--- src/rtl/sxs_pkg.sv ---
`timescale 1ns/1ps
package sxs_pkg;
  // Which half of the serial register a transfer targets.
  typedef enum logic {
    HALF_LO = 1'b0,
    HALF_HI = 1'b1
  } half_e;
endpackage

--- src/rtl/sxs_sync.sv ---
`timescale 1ns/1ps
// Multi-stage synchroniser for level signals crossing from the panel clock.
module sxs_sync #(
  parameter int W      = 1,
  parameter int STAGES = 2
) (
  input  logic         clk,
  input  logic         rst,
  input  logic [W-1:0] d,
  output logic [W-1:0] q
);
  logic [W-1:0] stg [STAGES];

  always_ff @(posedge clk) begin
    if (rst) begin
      for (int i = 0; i < STAGES; i++) stg[i] <= '0;
    end else begin
      stg[0] <= d;
      for (int i = 1; i < STAGES; i++) stg[i] <= stg[i-1];
    end
  end

  assign q = stg[STAGES-1];
endmodule

--- src/rtl/sxs_toggle_det.sv ---
`timescale 1ns/1ps
// Either-edge detector on the synchronised active-half flag.
module sxs_toggle_det
  import sxs_pkg::*;
(
  input  logic  clk,
  input  logic  rst,
  input  logic  flag_s,
  input  logic  arm,
  output logic  tog,
  output half_e idle_half
);
  logic flag_d;

  always_ff @(posedge clk) begin
    if (rst) flag_d <= 1'b0;
    else     flag_d <= flag_s;
  end

  // The half that was active before the change is the one now empty.
  assign tog       = arm & (flag_s ^ flag_d);
  assign idle_half = half_e'(flag_d);
endmodule

--- src/rtl/sxs_req_ctrl.sv ---
`timescale 1ns/1ps
// Request/acknowledge holder with overrun detection.
module sxs_req_ctrl
  import sxs_pkg::*;
(
  input  logic  clk,
  input  logic  rst,
  input  logic  tog,
  input  half_e idle_half,
  input  logic  xfer_ack,
  output logic  xfer_req,
  output half_e xfer_half,
  output logic  overrun,
  output logic  fire
);
  assign fire = xfer_req & xfer_ack;

  always_ff @(posedge clk) begin
    if (rst) begin
      xfer_req  <= 1'b0;
      xfer_half <= HALF_LO;
      overrun   <= 1'b0;
    end else if (tog) begin
      if (xfer_req && !xfer_ack) begin
        overrun <= 1'b1;
      end else begin
        xfer_req  <= 1'b1;
        xfer_half <= idle_half;
      end
    end else if (fire) begin
      xfer_req <= 1'b0;
    end
  end

  p_req_hold_r4: assert property (@(posedge clk) disable iff (rst)
    (xfer_req && !xfer_ack) |=> xfer_req);
  p_half_stable_r3: assert property (@(posedge clk) disable iff (rst)
    (xfer_req && !xfer_ack) |=> $stable(xfer_half));
  p_ovr_sticky_r7: assert property (@(posedge clk) disable iff (rst)
    overrun |=> overrun);
  p_rise_needs_tog_r2: assert property (@(posedge clk) disable iff (rst)
    $rose(xfer_req) |-> $past(tog));
  p_quiet_r8: assert property (@(posedge clk) disable iff (rst)
    (!tog && !xfer_req) |=> !xfer_req);
endmodule

--- src/rtl/sxs_addr_ctr.sv ---
`timescale 1ns/1ps
// Row / column pointer for split transfers.
module sxs_addr_ctr #(
  parameter int ROW_W      = 9,
  parameter int COL_W      = 10,
  parameter int HALF_WORDS = 256
) (
  input  logic             clk,
  input  logic             rst,
  input  logic             fire,
  input  logic             new_line,
  input  logic             new_frame,
  output logic [ROW_W-1:0] row,
  output logic [COL_W-1:0] col
);
  localparam logic [COL_W-1:0] STEP    = COL_W'(HALF_WORDS);
  localparam logic [ROW_W-1:0] ROW_ONE = ROW_W'(1);

  always_ff @(posedge clk) begin
    if (rst || new_frame) begin
      row <= '0;
      col <= '0;
    end else if (new_line) begin
      row <= row + ROW_ONE;
      col <= '0;
    end else if (fire) begin
      col <= col + STEP;
    end
  end

  p_col_step_r5: assert property (@(posedge clk) disable iff (rst)
    (fire && !new_line && !new_frame) |=> (col == $past(col) + STEP));
  p_frame_zero_r6: assert property (@(posedge clk) disable iff (rst)
    new_frame |=> (row == '0 && col == '0));
  p_line_row_r6: assert property (@(posedge clk) disable iff (rst)
    (new_line && !new_frame) |=> (row == $past(row) + ROW_ONE && col == '0));
endmodule

--- src/rtl/split_xfer_sched.sv ---
`timescale 1ns/1ps
module split_xfer_sched #(
  parameter int ROW_W       = 9,
  parameter int COL_W       = 10,
  parameter int HALF_WORDS  = 256,
  parameter int SYNC_STAGES = 2
) (
  input  logic             clk,
  input  logic             rst,
  input  logic             half_flag,
  input  logic             run_en,
  input  logic             new_line,
  input  logic             new_frame,
  input  logic             xfer_ack,
  output logic             xfer_req,
  output logic             xfer_half,
  output logic [ROW_W-1:0] xfer_row,
  output logic [COL_W-1:0] xfer_col,
  output logic             overrun
);
  import sxs_pkg::*;

  localparam int XW = 2;

  logic [XW-1:0] x_s;
  logic          tog;
  half_e         idle_half;
  half_e         half_q;
  logic          fire;

  sxs_sync #(.W(XW), .STAGES(SYNC_STAGES)) u_sync (
    .clk (clk),
    .rst (rst),
    .d   ({run_en, half_flag}),
    .q   (x_s)
  );

  sxs_toggle_det u_tog (
    .clk       (clk),
    .rst       (rst),
    .flag_s    (x_s[0]),
    .arm       (x_s[1]),
    .tog       (tog),
    .idle_half (idle_half)
  );

  sxs_req_ctrl u_req (
    .clk       (clk),
    .rst       (rst),
    .tog       (tog),
    .idle_half (idle_half),
    .xfer_ack  (xfer_ack),
    .xfer_req  (xfer_req),
    .xfer_half (half_q),
    .overrun   (overrun),
    .fire      (fire)
  );

  sxs_addr_ctr #(.ROW_W(ROW_W), .COL_W(COL_W), .HALF_WORDS(HALF_WORDS)) u_addr (
    .clk       (clk),
    .rst       (rst),
    .fire      (fire),
    .new_line  (new_line),
    .new_frame (new_frame),
    .row       (xfer_row),
    .col       (xfer_col)
  );

  assign xfer_half = half_q;

  p_ovr_needs_req_r7: assert property (@(posedge clk) disable iff (rst)
    $rose(overrun) |-> $past(xfer_req));
endmodule

--- config.mk ---
export PLATFORM = sky130hd
export DESIGN_NAME = split_xfer_sched
export DESIGN_NICKNAME = d
export VERILOG_FILES = /design/src/rtl/sxs_pkg.sv /design/src/rtl/sxs_sync.sv /design/src/rtl/sxs_toggle_det.sv /design/src/rtl/sxs_req_ctrl.sv /design/src/rtl/sxs_addr_ctr.sv /design/src/rtl/split_xfer_sched.sv
export SDC_FILE = /design/constraint.sdc
export NUM_CORES = 1
export LEC_CHECK = 0
export BUFFER_PORTS_ARGS = -buffer_cell sky130_fd_sc_hd__buf_2
export CORE_ASPECT_RATIO = 1.2
export CORE_MARGIN = 10
export CORE_UTILIZATION = 38
export CTS_BUF_LIST = sky130_fd_sc_hd__clkbuf_16
export CTS_CLUSTER_DIAMETER = 200
export DETAILED_ROUTE_END_ITERATION = 10
export GPL_TIMING_DRIVEN = 1
export PLACE_DENSITY = 0.69
export SYNTH_ARGS = -nofsm -noshare
export SYNTH_HDL_FRONTEND = slang
export SYNTH_HIERARCHICAL = 1
export SYNTH_SLANG_ARGS = --single-unit
--- constraint.sdc ---
create_clock -name clk -period 3.6 [get_ports clk]
set_clock_uncertainty 0.15 [all_clocks]
set_input_delay 0.36 -clock clk [delete_from_list [all_inputs] [get_ports clk]]
set_output_delay 0.36 -clock clk [all_outputs]
set_load 0.02 [all_outputs]
==> results.md, run 1 <==
- Critical path's slowest cell: or4_1
- CTS Buffer Depth: 2
- Global-route wire length before repair: 2540 um
- Fmax: 0.627 GHz
- Design Power: 463 uW
- Final hold vios: 0
- Chip Height: 70.7 um
- RSZ-0062 raised after global routing: false
- Seq cells post-synth: 19
- Psw: 93.8 uW
- Fin. max-slew vios: 0
- Tcrit/Tclk final: 44.3%
- Worst vdd rail ir drop: 0.000299 V
- H-Tree Depth: 1
- Root buf cell: clkbuf_16
- R2r endpoint: u_addr/row[8]
- Hold Path Class: input port to flop
- Setup TNS Final: 0 ps
- Reg power frac: 46.6%
- Hold_buf cts: 0
- Vias in the first global route: 599
- Crit-path cells: ha_1 -> nand2_1 -> or4_1 -> a21oi_1
- GP Congestion: 0.787
- WS Path Type: flop to flop
- Clk slew on worst S/H paths: 50 ps
- Slowest stage delay, CP: 470 ps
- Hold slack final: 181 ps
- Status: completed
- CTS resizes: 0
- Cell internal pwr: 369 uW
- Design area: 971 um^2
- Initial antenna violation count: 0
- Largest net degree at the start of global routing: 12
- Crit-path max FO: 6
- Worst r2r src: u_addr/row[0]
- Wire per inst: 11.3 um
- Post-route minimum period: 1600 ps
- Hold path endpoint: u_sync/stg[0][1]
- Syn Inst Count: 86
- Clk network pwr share: 48.4%
- Post-CTS Setup Repair Bufs: 0
- Syn_area_per_cell: 9.46 um^2
- CTS Sinks: 19
- Nets: 114
- Die area: 4400 um^2
- Post-place instance area: 891 um^2
- Synth Flop Type: dfxtp_1
- Async set or reset register ratio after synthesis: 0%
- Num CTS Buffers: 3
- Initial Utilization: 39.7%
- Max cap viols: 0
- First-pass detailed-route iteration total: 4
- Post-Route WL: 1530 um
- EDFF count, synth: 0
- Post-synthesis sequential area ratio: 46.8%
- Layout cell share with drive strength beyond 1: 29.5%
- Reg2Reg Setup Slack: 2000 ps
- CP arrival: 1620 ps
- Post-route DRC: 0
- Antenna viol nets, final: 0
- Worst Hold Depth: 2
- Row count: 18
- Reg2Reg Depth: 4
- Netlist cell types: 26
- Final setup violation count: 0
- DP Worst Slack: 2000 ps
- Initial DRC Count: 13
- Ys Warns: 6
- GRT Total Usage: 6.73%
- Core box area: 2050 um^2
- Die Width: 62.2 um
- Critical path required time: 3630 ps
- DP HPWL: 1220 um
- Final global-route overflow total: 0
- Area Overhead vs Synth: 19.4%
- CTS tree: built
- Comb pwr share: 5.0%
- Port Buf Inserts: 20
- Cell area after synthesis: 813 um^2
- Antenna cells: 0
- Static leakage: 0.417 nW
- Hold path start: run_en
- Power Dens Cells: 477 nW/um^2
- Worst-skew pair later-pin latency: 250 ps
- I/O pin cnt: 29
- Final WS setup: 2000 ps
- Switching share of power: 20.3%
- Vias per inst: 4.41
- CP endpoint kind: flop
- Via count: 596
- Worst setup SP type: flop
-- layout make-up --
class / count / area, um^2
Clock inverter: 1 / 5.00
Sequential cell: 19 / 380
Inverter: 1 / 3.75
Multi-Input combinational cell: 61 / 369
Fill cell: 216 / 1080
Clock buffer: 3 / 75.1
Timing Repair Buffer: 20 / 100
Tap cell: 30 / 37.5
-- metal layers --
| layer | vias up | global-route usage, % | routed length (um) |
|---|---|---|---|
| met1 | 265 | 7.90 | 732 |
| met2 | 24 | 10.4 | 701 |
| li1 | 307 | - | - |
| met5 | - | 0 | 0 |
| met4 | 0 | 3.05 | 0 |
| met3 | 0 | 2.83 | 95 |
-- registers in the layout, indices dropped and copies added (netlist names) --
name             count
u_req/xfer_req       1
u_req/xfer_half      1
u_req/overrun        1
u_sync/stg           4
u_tog/idle_half      1
u_addr/col           2
u_addr/row           9
-- cell usage in the layout, fill, tap and decap left out --
cell	instances
conb_1	8
clkinv_2	1
a21oi_2	1
nand2_1	5
inv_1	1
buf_2	20
or2_2	1
nor2b_1	6
or3_2	3
or4_1	1
and2_1	1
clkbuf_16	3
a21oi_1	5
nor2_1	8
xnor2_1	2
o21ai_0	3
o31ai_1	1
nand3b_1	1
nor3_1	2
dfxtp_1	19
xor2_1	5
mux2i_1	1
o21ai_1	1
ha_1	1
nand4_1	3
and2_2	1
nand4_4	1
-- cell usage after synthesis (2+ instances only) --
| library cell | count | area [um^2] |
|---|---|---|
| a21oi_1 | 5 | 25.0 |
| buf_4 | 11 | 82.6 |
| dfxtp_1 | 19 | 380 |
| nand2_1 | 5 | 18.8 |
| nand4_1 | 3 | 18.8 |
| nor2_1 | 8 | 30.0 |
| nor2b_1 | 6 | 37.5 |
| nor3_1 | 2 | 10.0 |
| o21ai_0 | 3 | 15.0 |
| or3_2 | 3 | 22.5 |
| xnor2_1 | 2 | 17.5 |
| xor2_1 | 5 | 43.8 |
-- stage by stage --
step	utilization (%)	instances
final	47.4	135
after global routing	47.4	135
after CTS	47.4	135
after detailed placement	43.5	131
after global placement	43.5	131
after floorplan	-	93
-- power by group through the flow --
stage	combinational, mW	clock, mW	sequential, mW
after global placement	0.0228	0	0.220
after detailed placement	0.0231	0	0.220
after CTS	0.0231	0.229	0.216
final	0.0232	0.224	0.216
after floorplan	0.0241	0	0.221
after global routing	0.0256	0.236	0.216
-- worst max-delay path, delay by kind of cell (launching register included) --
family / cells / cell delay (ps)
fa+ha+maj: 1 / 230
compound gates: 1 / 150
flops: 1 / 420
simple gates: 2 / 580
-- worst max path at each step --
stage | to | startpoint | cells past startpoint
final | u_addr/row[8] | u_addr/row[0] | 4
after global routing | u_addr/row[8] | u_addr/row[1] | 4
after CTS | u_addr/row[8] | u_addr/row[0] | 4
after detailed placement | u_addr/row[8] | u_addr/row[0] | 4
after global placement | u_addr/row[8] | new_line | 4
after floorplan | u_addr/row[8] | u_addr/row[0] | 4
-- cells by family after synthesis --
kind of cell    after synthesis  share of synthesized area (%)
simple gates                 33                           23.8
xor+xnor                      7                           7.54
fa+ha+maj                     1                           1.54
buf+inv                      13                           11.1
flops                        19                           46.8
mux                           1                           1.23
compound gates               11                           7.54
other cells                   1                          0.461
(Power assumes the default switching activity.)
==> run 2, diff against run 1 <==
--- a/config.mk
+++ b/config.mk
@@ -13,7 +13,7 @@
 export CTS_CLUSTER_DIAMETER = 200
 export DETAILED_ROUTE_END_ITERATION = 10
 export GPL_TIMING_DRIVEN = 1
-export PLACE_DENSITY = 0.69
+export PLACE_DENSITY = 0.71
 export SYNTH_ARGS = -nofsm -noshare
 export SYNTH_HDL_FRONTEND = slang
 export SYNTH_HIERARCHICAL = 1
==> constraint.sdc (replaced) <==
create_clock -name clk -period 1.3 [get_ports clk]
set_clock_uncertainty 0.15 [all_clocks]
set_input_delay 0.13 -clock clk [delete_from_list [all_inputs] [get_ports clk]]
set_output_delay 0.13 -clock clk [all_outputs]
set_load 0.02 [all_outputs]
==> results.md, run 2 (synthesized netlist as in run 1, its figures left out) <==
- Status: finished, violations left
- Violated checks: negative setup slack
- Core box area: 2050 um^2
- Psw: 283 uW
- Worst vdd rail ir drop: 0.000753 V
- Critical path required time: 1340 ps
- Post-Route WL: 1980 um
- Die area: 4400 um^2
- Root buf cell: clkbuf_16
- Vias in the first global route: 732
- Final WS setup: -18.8 ps
- Initial DRC Count: 20
- RSZ-0062 raised after global routing: true
- Antenna cells: 0
- Switching share of power: 21.6%
- Tcrit/Tclk final: 101%
- Worst r2r src: u_addr/row[4]
- Critical path's slowest cell: or4_4
- Chip Height: 70.7 um
- Reg2Reg Depth: 3
- Max reg flops: 9
- Largest regs: u_addr/row x9, u_sync/stg x4, u_addr/col x2
- WS Path Type: flop to flop
- Fin. max-slew vios: 0
- Design Power: 1.31 mW
- CTS tree: built
- Delay-heaviest family, CP: simple AND/OR/NAND/NOR gates
- DP HPWL: 1340 um
- Area Overhead vs Synth: 44.9%
- CTS Buffer Depth: 2
- Hold slack final: 60.5 ps
- Worst setup SP type: flop
- Largest reg by FF count: u_addr/row
- Comb pwr share: 6.9%
- Hold path start: xfer_ack
- CP endpoint kind: flop
- Reg2Reg Setup Slack: -20 ps
- Layout cell share with drive strength beyond 1: 47.5%
- Worst-skew pair later-pin latency: 250 ps
- Cell internal pwr: 1.03 mW
- Global-route wire length before repair: 3240 um
- Fmax: 0.758 GHz
- CP arrival: 1360 ps
- Most frequent cells in the layout: buf_2, buf_4, dfxtp_1
- First-pass detailed-route iteration total: 4
- Final setup violation count: 2
- GP Congestion: 0.791
- Reg power frac: 44.6%
- I/O pin cnt: 29
- Worst Hold Depth: 4
- GRT Total Usage: 8.94%
- Slowest stage delay, CP: 500 ps
- Final global-route overflow total: 0
- Vias per inst: 4.51
- Power Dens Cells: 1120 nW/um^2
- Via count: 686
- Crit-path max FO: 6
- Crit-path cells: nand4_4 -> or4_4 -> a21oi_2
- CTS Sinks: 19
- Post-route minimum period: 1320 ps
- Static leakage: 0.524 nW
- Max cap viols: 0
- DP Worst Slack: -31.0 ps
- Levels on crit path: 3
- Num CTS Buffers: 3
- Nets: 131
- Initial antenna violation count: 0
- Die Width: 62.2 um
- Wire per inst: 13.0 um
- Initial Utilization: 39.7%
- Critical path origin: u_addr/row[4]
- Clk slew on worst S/H paths: 50 ps
- Antenna viol nets, final: 0
- Post-route DRC: 0
- Bufs and invs on worst path: 0
- Final hold vios: 0
- Hold Path Class: input port to flop
- H-Tree Depth: 1
- Port Buf Inserts: 20
- Largest net degree at the start of global routing: 12
- Clk network pwr share: 48.5%
- Most common cell after layout, fill and taps aside: buf_2
- Row count: 18
==> run 2: power by group through the flow <==
stage	Sequential [mW]	Combinational, mW	Clock, mW
2_1_floorplan	0.604	0.0671	0
3_3_place_gp	0.602	0.0698	0
3_5_place_dp	0.602	0.0712	0
4_1_cts	0.588	0.0879	0.649
5_1_grt	0.587	0.0992	0.673
6_report	0.586	0.0903	0.638
==> run 2: cell type report <==
type	count	area [um^2]
timing repair buffer	37	240
sequential	19	405
inverter	1	3.75
tap	30	37.5
multi-input combinational	61	412
clock inverter	1	5.00
clock buffer	3	75.1
fill	200	871
==> run 2: stage by stage <==
stage / std cells / area, um^2 / util [%] / setup TNS (ps)
finish: 152 / 1180 / 57.5 / -22.7
global route: 152 / 1180 / 57.5 / -174
CTS: 151 / 1140 / 55.6 / -26.7
detailed placement: 139 / 985 / 48.0 / -61.7
global placement: 139 / 985 / 48.0 / 0
floorplan: 93 / 873 / - / -90.0
==> run 2: repair_timing <==
item / in CTS / in global routing
buffers inserted: 3 / 1
pin swaps: 4 / 2
gates resized for setup: 1 / 10
setup endpoints to repair: 2 / 5
hold buffers: 5 / 0
endpoints found under the hold margin: 3 / 0
==> run 2: routing by layer <==
metal | track usage (%) | vias up | wire, um
li1 | - | 341 | -
met1 | 9.05 | 315 | 798
met2 | 15.4 | 27 | 1010
met3 | 3.78 | 3 | 133
met4 | 4.58 | 0 | 36
met5 | 0 | - | 0
==> run 2: final timing paths <==
check                           to
setup / recovery     u_addr/row[8]
hold / removal      u_req/xfer_req
setup reg to reg     u_addr/row[8]
hold reg to reg   u_sync/stg[0][3]
==> run 2: worst min-delay path, delay by kind of cell <==
| kind | cells | cell delay [ps] |
|---|---|---|
| simple gates | 3 | 200 |
| buf+inv | 1 | 80 |
==> run 3, diff against run 2 <==
--- a/config.mk
+++ b/config.mk
@@ -9,11 +9,10 @@
 export CORE_ASPECT_RATIO = 1.2
 export CORE_MARGIN = 10
 export CORE_UTILIZATION = 38
-export CTS_BUF_LIST = sky130_fd_sc_hd__clkbuf_16
 export CTS_CLUSTER_DIAMETER = 200
 export DETAILED_ROUTE_END_ITERATION = 10
 export GPL_TIMING_DRIVEN = 1
-export PLACE_DENSITY = 0.71
+export PLACE_DENSITY = 0.74
 export SYNTH_ARGS = -nofsm -noshare
 export SYNTH_HDL_FRONTEND = slang
 export SYNTH_HIERARCHICAL = 1
==> results.md, run 3 (synthesized netlist as in run 1, its figures left out) <==
- Status: finished, violations left
- Violated checks: negative setup slack
- DP HPWL: 1440 um
- Initial antenna violation count: 0
- Port Buf Inserts: 20
- Antenna cells: 0
- Worst setup SP type: flop
- Switching share of power: 23.3%
- Layout cell share with drive strength beyond 1: 44.5%
- Finished Layout Cells: 149
- WS Path Type: flop to flop
- Static leakage: 0.481 nW
- Wire per inst: 12.5 um
- Vias per inst: 4.55
- Crit-path cells: ha_4 -> nand2_4 -> or4_1 -> a21oi_1
- Most common cell after layout, fill and taps aside: buf_2
- Bufs and invs on worst path: 0
- Global-route wire length before repair: 3040 um
- Die Width: 62.2 um
- Design Power: 957 uW
- Final setup violation count: 1
- Hold Path Class: input port to flop
- Clk network pwr share: 29.8%
- First-pass detailed-route iteration total: 4
- Fmax: 0.734 GHz
- Clk slew on worst S/H paths: 100 ps
- Die area: 4400 um^2
- Critical path origin: u_addr/row[0]
- CP endpoint kind: flop
- I/O pin cnt: 29
- H-Tree Depth: 1
- Vias in the first global route: 713
- Comb pwr share: 8.7%
- # placed instances: 140
- Fin. max-slew vios: 0
- Root buf cell: clkbuf_4
- Nets: 128
- Via count: 678
- Final WS setup: -61.7 ps
- Tcrit/Tclk final: 105%
- Post-Route WL: 1860 um
- Slowest stage delay, CP: 410 ps
- RSZ-0062 raised after global routing: true
- CTS Sinks: 19
- Met3 global-route usage: 4.09%
- Initial Utilization: 39.7%
- Reg power frac: 61.5%
- Final hold vios: 0
- Worst vdd rail ir drop: 0.000715 V
- Post-route minimum period: 1360 ps
- Row count: 18
- Hold path start: rst
- Final global-route overflow total: 0
- Global Route met1 Usage: 7.62%
- Initial DRC Count: 13
- Antenna viol nets, final: 0
- Worst-skew pair later-pin latency: 290 ps
- CTS tree: built
- Hold slack final: 13.4 ps
- GRT Total Usage: 8.24%
- Cell internal pwr: 734 uW
- Max reg flops: 9
- Post-route DRC: 0
- Most frequent cells in the layout: buf_2, buf_4, dfxtp_1
- DP Worst Slack: -56.4 ps
- Chip Height: 70.7 um
- Crit-path max FO: 5
- Largest net degree at the start of global routing: 12
- Largest reg by FF count: u_addr/row
- Power Dens Cells: 882 nW/um^2
- Num CTS Buffers: 3
- Met2 Usage GRT: 14.0%
- CTS Buffer Depth: 2
- GR peak layer: met2
- Largest regs: u_addr/row x9, u_sync/stg x4, u_addr/col x2
- CP arrival: 1440 ps
- Core box area: 2050 um^2
- Worst r2r src: u_addr/row[0]
- Area Overhead vs Synth: 33.4%
- Max cap viols: 0
- GP Congestion: 0.835
- Critical path required time: 1380 ps
- Psw: 223 uW
- Critical path's slowest cell: or4_1
- Delay-heaviest family, CP: simple AND/OR/NAND/NOR gates
==> run 3: path summary, 6_finish.rpt <==
kind,depth (start not counted),endpoint,slack (ps)
max,4,u_addr/row[8],-60
min,3,u_req/xfer_half,10
max reg2reg,4,u_addr/row[8],-60
min reg2reg,1,u_sync/stg[0][3],300
==> run 3: area by class of cell <==
class                      count  area, um^2
sequential                    19         403
fill                         198         965
tap                           30        37.5
clock buffer                   4        26.3
inverter                       1        3.75
multi-input combinational     61         402
timing repair buffer          34         213
==> run 3: worst min-delay path, delay by kind of cell <==
kind / cells / cell delay [ps]
buf+inv: 2 / 240
compound gates: 1 / 40
==> run 3: metrics by stage <==
step           utilization (%)  TNS, ps  instance area (um^2)
2_1_floorplan                -    -90.0                   873
3_3_place_gp              48.4        0                   992
3_5_place_dp              48.4     -108                   992
4_1_cts                   52.0     -116                  1070
5_1_grt                   52.9     -241                  1080
6_report                  52.9    -61.7                  1080
==> run 3: metal layers <==
layer | share of wire, % | vias up | wire length, um
li1 | - | 334 | -
met1 | 37 | 316 | 689
met2 | 51 | 24 | 947
met3 | 9.3 | 4 | 173
met4 | 2.5 | 0 | 46
met5 | 0 | - | 0
==> run 3: timing repair <==
action,CTS,global route
endpoints found under the setup margin,3,4
endpoints found under the hold margin,3,0
resized for setup,1,6
hold buffers,3,0
buffers inserted,2,0
pin swaps,2,2
==> run 3: power by group through the flow <==
stage                     sequential (mW)  clock [mW]  combinational (mW)
after global placement              0.602           0              0.0727
after global routing                0.590       0.331              0.0910
after floorplan                     0.604           0              0.0671
final                               0.588       0.285              0.0834
after CTS                           0.588       0.301              0.0824
after detailed placement            0.602           0              0.0739
